**src/rtl/fpmode_pkg.sv**
```systemverilog
// Shared field layout, selector encoding and constants for the FP mode CSR.
// Assumes a 32-bit CSR with the used fields packed into the low bits.
package fpmode_pkg;
    localparam int CSR_W    = 32;
    localparam int FLAG_W   = 5;
    localparam int RM_W     = 3;
    localparam int ACC_W    = 2;
    localparam int USED_W   = FLAG_W + RM_W + ACC_W;
    localparam int NUM_MODES = 1 << ACC_W;

    localparam logic [RM_W-1:0]  RM_DYN       = 3'b111;
    localparam logic [RM_W-1:0]  RM_FIRST_BAD = 3'b101;
    localparam logic [ACC_W-1:0] ACC_IEEE     = 2'b00;

    typedef enum logic [1:0] {
        WSEL_ALL   = 2'b00,
        WSEL_FLAGS = 2'b01,
        WSEL_RM    = 2'b10,
        WSEL_ACC   = 2'b11
    } wsel_e;

    // Packed so the MSB-first order yields acc[9:8], rm[7:5], flags[4:0].
    typedef struct packed {
        logic [ACC_W-1:0]  acc;
        logic [RM_W-1:0]   rm;
        logic [FLAG_W-1:0] flags;
    } fpstate_t;
endpackage

```
**src/rtl/fpmode_state.sv**
```systemverilog
// Register storage for flags, dynamic rounding mode and accuracy mode.
// Applies field-selected CSR writes and sticky flag accumulation.
// A write that touches the flag field overrides accumulation in that cycle.
module fpmode_state
    import fpmode_pkg::*;
(
    input  logic                 clk,
    input  logic                 rst_n,
    input  logic                 wr_en,
    input  logic [1:0]           wr_sel,
    input  logic [CSR_W-1:0]     wr_data,
    input  logic                 exc_valid,
    input  logic [FLAG_W-1:0]    exc_flags,
    output fpstate_t             state_q
);
    fpstate_t state_d;

    // Next-state: accumulate first, then let a CSR write overwrite fields.
    always_comb begin
        state_d = state_q;
        if (exc_valid) begin
            state_d.flags = state_q.flags | exc_flags;
        end
        if (wr_en) begin
            unique case (wsel_e'(wr_sel))
                WSEL_ALL:   state_d       = fpstate_t'(wr_data[USED_W-1:0]);
                WSEL_FLAGS: state_d.flags = wr_data[FLAG_W-1:0];
                WSEL_RM:    state_d.rm    = wr_data[RM_W-1:0];
                WSEL_ACC:   state_d.acc   = wr_data[ACC_W-1:0];
                default:    state_d       = state_q;
            endcase
        end
    end

    // State register with synchronous active-low reset to all zero.
    always_ff @(posedge clk) begin
        if (!rst_n) begin
            state_q <= '0;
        end else begin
            state_q <= state_d;
        end
    end
endmodule

```
**src/rtl/fpmode_support.sv**
```systemverilog
// Support-matrix lookup: is (accuracy mode, op class) implemented?
// Row 0 (IEEE mode) is forced to all-ones regardless of the parameter.
module fpmode_support
    import fpmode_pkg::*;
#(
    parameter int NUM_CLASSES = 8,
    localparam int CLS_W = (NUM_CLASSES > 1) ? $clog2(NUM_CLASSES) : 1,
    parameter logic [NUM_MODES*NUM_CLASSES-1:0] SUPPORT_MAP = '1
) (
    input  logic [ACC_W-1:0] acc,
    input  logic [CLS_W-1:0] cls,
    output logic             supported
);
    logic [NUM_CLASSES-1:0] row [NUM_MODES];

    // One row per accuracy mode; mode 0 is unconditionally supported.
    for (genvar m = 0; m < NUM_MODES; m++) begin : g_row
        if (m == 0) begin : g_ieee
            assign row[m] = '1;
        end else begin : g_cfg
            assign row[m] = SUPPORT_MAP[m*NUM_CLASSES +: NUM_CLASSES];
        end
    end

    // Index the selected row by class; out-of-range classes are unsupported.
    always_comb begin
        if (int'(cls) < NUM_CLASSES) begin
            supported = row[acc][cls];
        end else begin
            supported = 1'b0;
        end
    end
endmodule

```
**src/rtl/fpmode_resolve.sv**
```systemverilog
// Combinational resolution of effective rounding/accuracy and trap request.
// Assumes 'supported' already reflects the current accuracy mode and class.
module fpmode_resolve
    import fpmode_pkg::*;
(
    input  logic             chk_valid,
    input  logic [RM_W-1:0]  chk_rm,
    input  logic [RM_W-1:0]  dyn_rm,
    input  logic [ACC_W-1:0] dyn_acc,
    input  logic             supported,
    output logic [RM_W-1:0]  eff_rm,
    output logic [ACC_W-1:0] eff_acc,
    output logic             trap
);
    logic use_dyn;
    logic bad_dyn;

    // Select static or dynamic rounding and flag an invalid dynamic value.
    always_comb begin
        use_dyn = (chk_rm == RM_DYN);
        eff_rm  = use_dyn ? dyn_rm : chk_rm;
        bad_dyn = use_dyn && (dyn_rm >= RM_FIRST_BAD);
        eff_acc = dyn_acc;
        trap    = chk_valid && (bad_dyn || !supported);
    end
endmodule

```
**src/rtl/fpmode_csr.sv**
```systemverilog
// Top level of the FP mode CSR: storage, support lookup and decode check.
// Reads return the packed fields zero-extended; reserved bits read zero.
module fpmode_csr
    import fpmode_pkg::*;
#(
    parameter int NUM_CLASSES = 8,
    localparam int CLS_W = (NUM_CLASSES > 1) ? $clog2(NUM_CLASSES) : 1,
    parameter logic [NUM_MODES*NUM_CLASSES-1:0] SUPPORT_MAP = '1
) (
    input  logic              clk,
    input  logic              rst_n,
    input  logic              csr_wr_en,
    input  logic [1:0]        csr_wr_sel,
    input  logic [CSR_W-1:0]  csr_wr_data,
    output logic [CSR_W-1:0]  csr_rd_data,
    input  logic              exc_valid,
    input  logic [FLAG_W-1:0] exc_flags,
    input  logic              chk_valid,
    input  logic [RM_W-1:0]   chk_rm,
    input  logic [CLS_W-1:0]  chk_class,
    output logic [RM_W-1:0]   eff_rm,
    output logic [ACC_W-1:0]  eff_acc,
    output logic              chk_trap
);
    fpstate_t state_q;
    logic     supported;

    fpmode_state u_state (
        .clk       (clk),
        .rst_n     (rst_n),
        .wr_en     (csr_wr_en),
        .wr_sel    (csr_wr_sel),
        .wr_data   (csr_wr_data),
        .exc_valid (exc_valid),
        .exc_flags (exc_flags),
        .state_q   (state_q)
    );

    fpmode_support #(
        .NUM_CLASSES (NUM_CLASSES),
        .SUPPORT_MAP (SUPPORT_MAP)
    ) u_support (
        .acc       (state_q.acc),
        .cls       (chk_class),
        .supported (supported)
    );

    fpmode_resolve u_resolve (
        .chk_valid (chk_valid),
        .chk_rm    (chk_rm),
        .dyn_rm    (state_q.rm),
        .dyn_acc   (state_q.acc),
        .supported (supported),
        .eff_rm    (eff_rm),
        .eff_acc   (eff_acc),
        .trap      (chk_trap)
    );

    // Read path: used fields in the low bits, reserved bits tied to zero.
    always_comb begin
        csr_rd_data = {{(CSR_W-USED_W){1'b0}}, state_q};
    end
endmodule

```
**config.mk**
```make
export PLATFORM = sky130hd
export DESIGN_NAME = fpmode_csr
export DESIGN_NICKNAME = d
export VERILOG_FILES = /design/src/rtl/fpmode_pkg.sv /design/src/rtl/fpmode_state.sv /design/src/rtl/fpmode_support.sv /design/src/rtl/fpmode_resolve.sv /design/src/rtl/fpmode_csr.sv
export SDC_FILE = /design/constraint.sdc
export NUM_CORES = 1
export LEC_CHECK = 0
export BUFFER_PORTS_ARGS = -buffer_cell sky130_fd_sc_hd__clkbuf_2
export CELL_PAD_IN_SITES_DETAIL_PLACEMENT = 1
export CELL_PAD_IN_SITES_GLOBAL_PLACEMENT = 2
export CORE_MARGIN = 2
export CORE_UTILIZATION = 14
export DETAILED_ROUTE_END_ITERATION = 10
export MAX_ROUTING_LAYER = met4
export PLACE_DENSITY_LB_ADDON = 0.05
export SLEW_MARGIN = 0
export SYNTH_ARGS = -nofsm -noshare
export SYNTH_HDL_FRONTEND = slang
export SYNTH_SLANG_ARGS = --single-unit
```
**constraint.sdc**
```tcl
create_clock -name clk -period 1.3 [get_ports clk]
set_input_delay 0.26 -clock clk [delete_from_list [all_inputs] [get_ports clk]]
set_output_delay 0.26 -clock clk [all_outputs]
set_load 0.05 [all_outputs]
```
==> flow_summary.json <==
{
  "pre_cts_ws_ns": -0.0126,
  "critical-path-slowest-cell": "dfxtp_4",
  "grt.overflow.total": 0,
  "max_cap_violations": 0,
  "ant_nets": 0,
  "crit_buf_inv": 1,
  "crit_fanout": 4,
  "core_um2": 4820,
  "grt_start_max_net_pins": 11,
  "setup_ws_ns": 0.0398,
  "hp-class": "input port to flip-flop",
  "die_area_um2": 5680,
  "die_h_um": 75.4,
  "critical_path.max_stage_delay_ns": 0.35,
  "first_pass_iters": 2,
  "chipWidth_um": 75.4,
  "syn-cell-area_um2": 713,
  "syn_to_final_growth_pct": 38.9,
  "cts-htree-levels": 1,
  "max_freq_mhz": 794,
  "critPathRequiredTime_ns": 1.04,
  "clk_pin_slew_ns": 0.05,
  "startpoint_type": "flip-flop",
  "start_util": 0.148,
  "clk_latency_ns": 0.25,
  "peakVddDrop_uv": 236,
  "syn_inst": 84,
  "slew_violations": 0,
  "outcome": "finished, final reports clean",
  "route.detailed.drc": 0,
  "vias_per_cell": 3.46,
  "setup_viol": 0,
  "port_buffers": 40,
  "critPathTopFamily": "flip-flops",
  "fillers": 603,
  "cts_root_buf": "clkbuf_8",
  "row_count": 25,
  "grt_pass1_vias": 602,
  "wl_um": 2040,
  "path_cells": "o21a_1 > clkbuf_2",
  "syn_area_per_cell_um2": 8.49,
  "dp.cells": 188,
  "largest-register": "u_state.state_q",
  "clock_path_buffers": 2,
  "pin_count": 88,
  "diodes": 0,
  "grt_pass1_wl_um": 2700,
  "largestRegisters": "u_state.state_q: 10 flops",
  "gp_routability_congestion": 0.636,
  "cts_tree": "done",
  "worstSetupEndpointType": "output pin",
  "cts_sinks": 10,
  "antenna_found_initial": 0,
  "num_vias": 667,
  "finClkSkew_ns": 0,
  "final_cells": 193,
  "wl_per_cell_um": 10.5,
  "post-route-min-period_ns": 1.26,
  "yosysSeqAreaShare": 0.281,
  "largest_register_ffs": 10,
  "p_leak_nw": 0.528,
  "numCtsBuffers": 3,
  "arrival_ns": 1.00,
  "drtIter0Drc": 5,
  "critPathKind": "flip-flop to output pin",
  "pwr_density_cell_nw_per_um2": 1170,
  "post-dp-hpwl_um": 1730,
  "final_hold_viol_count": 0,
  "ys_warn_count": 0,
  "finalCritPeriodShare": 0.969,
  "hold_ws_ns": 0.302,
  "cts_hold_buf": 0,
  "synth-seq-cells": 10,
  "grt.total_usage": 0.0684,
  "nets": 181,
  "drive_gt1_frac": 0.421,
  "rsz0062_at_grt": "no",
  "synth_cell_types": 19
}
[power breakdown]
part	leakage (nW)	internal, W	total [W]	switching (W)
logic	0.420	0.0000982	0.000459	0.000361
registers	0.0849	0.000333	0.000351	0.0000184
clock network	0.0231	0.000209	0.000351	0.000142
total	0.528	0.000640	0.00116	0.000521
[layout by cell type, fill, tap and decap left out, types with 3 or more instances in the layout]
| cell type | synthesis | routed |
|---|---|---|
| o21ai_0 | 5 | 5 |
| o21a_1 | 3 | 3 |
| nand2_1 | 6 | 6 |
| dfxtp_4 | 0 | 3 |
| a21oi_1 | 12 | 12 |
| clkbuf_2 | 0 | 38 |
| o211a_1 | 3 | 3 |
| mux2i_1 | 5 | 5 |
| conb_1 | 1 | 22 |
| dfxtp_1 | 10 | 7 |
| clkbuf_8 | 0 | 3 |
| ha_1 | 4 | 4 |
[area by class of cell]
type                    count  area (um^2)  share of cell area
flip-flops and latches     10          211               0.213
clock inverters             1         3.75             0.00379
clock buffers               3         41.3              0.0417
inverters                   2         7.51             0.00758
repair buffers             42          225               0.227
multi-input cells          68          418               0.422
well taps                  67         83.8              0.0846
[Yosys cell counts]
cell type	number	area share
nand3_1	1	0.0070
nor2_1	1	0.0053
a21oi_1	12	0.084
nor3_1	1	0.0070
o21ai_4	1	0.023
buf_2	1	0.0070
inv_1	2	0.011
conb_1	1	0.0053
buf_4	24	0.25
o211a_1	3	0.042
o21ai_1	2	0.014
dfxtp_1	10	0.28
and2b_1	1	0.011
o21ai_0	5	0.035
o21a_1	3	0.032
ha_1	4	0.070
o21a_2	1	0.012
mux2i_1	5	0.070
nand2_1	6	0.032
[through the flow]
step	setup TNS [ns]	power (W)	utilization	area, um^2
detailed placement	-0.0261	0.000817	0.192	926
floorplan	0	0.000770	-	820
finish	0	0.00116	0.206	991
global route	0	0.00122	0.206	991
global placement	-0.0322	0.000816	0.192	926
CTS	0	0.00117	0.205	987
[layer usage]
layer | GRT usage | up-vias | share of wire
li1 | - | 327 | -
met1 | 0.0801 | 299 | 0.41
met2 | 0.103 | 37 | 0.46
met3 | 0.0159 | 4 | 0.10
met4 | 0.0468 | 0 | 0.031
met5 | - | - | 0
[tightest hold or removal path, stage by stage]
cell and delay [ns]:
clkbuf_2 0.07, a21oi_1 0.05, a21oi_1 0.12
[path summary, 6_finish.rpt]
path	startpoint	end	slack (ns)	cells past startpoint
hold reg to reg	u_state.state_q[4]	u_state.state_q[4]	0.53	2
hold / removal	exc_flags[4]	u_state.state_q[4]	0.30	3
setup / recovery	u_state.state_q[6]	eff_rm[1]	0.04	2
setup reg to reg	u_state.state_q[7]	u_state.state_q[7]	0.51	2
[repair_timing]
item | CTS | global route
setup buffers | 1 | 0
setup endpoints to repair | 1 | 2
gates resized for setup | 2 | 3
pin swaps | 1 | 0
[cells by family (layout without fill, tap and decap cells)]
kind of cell,count (synthesis),in the layout,share of synthesized area
compound gates,27,27,0.242
fa+ha+maj,4,4,0.0702
buf+inv,27,48,0.270
flops,10,10,0.281
mux,5,5,0.0702
other cells,1,22,0.00526
simple gates,10,10,0.0614
Note: power is estimated with default switching activity, not from simulation.
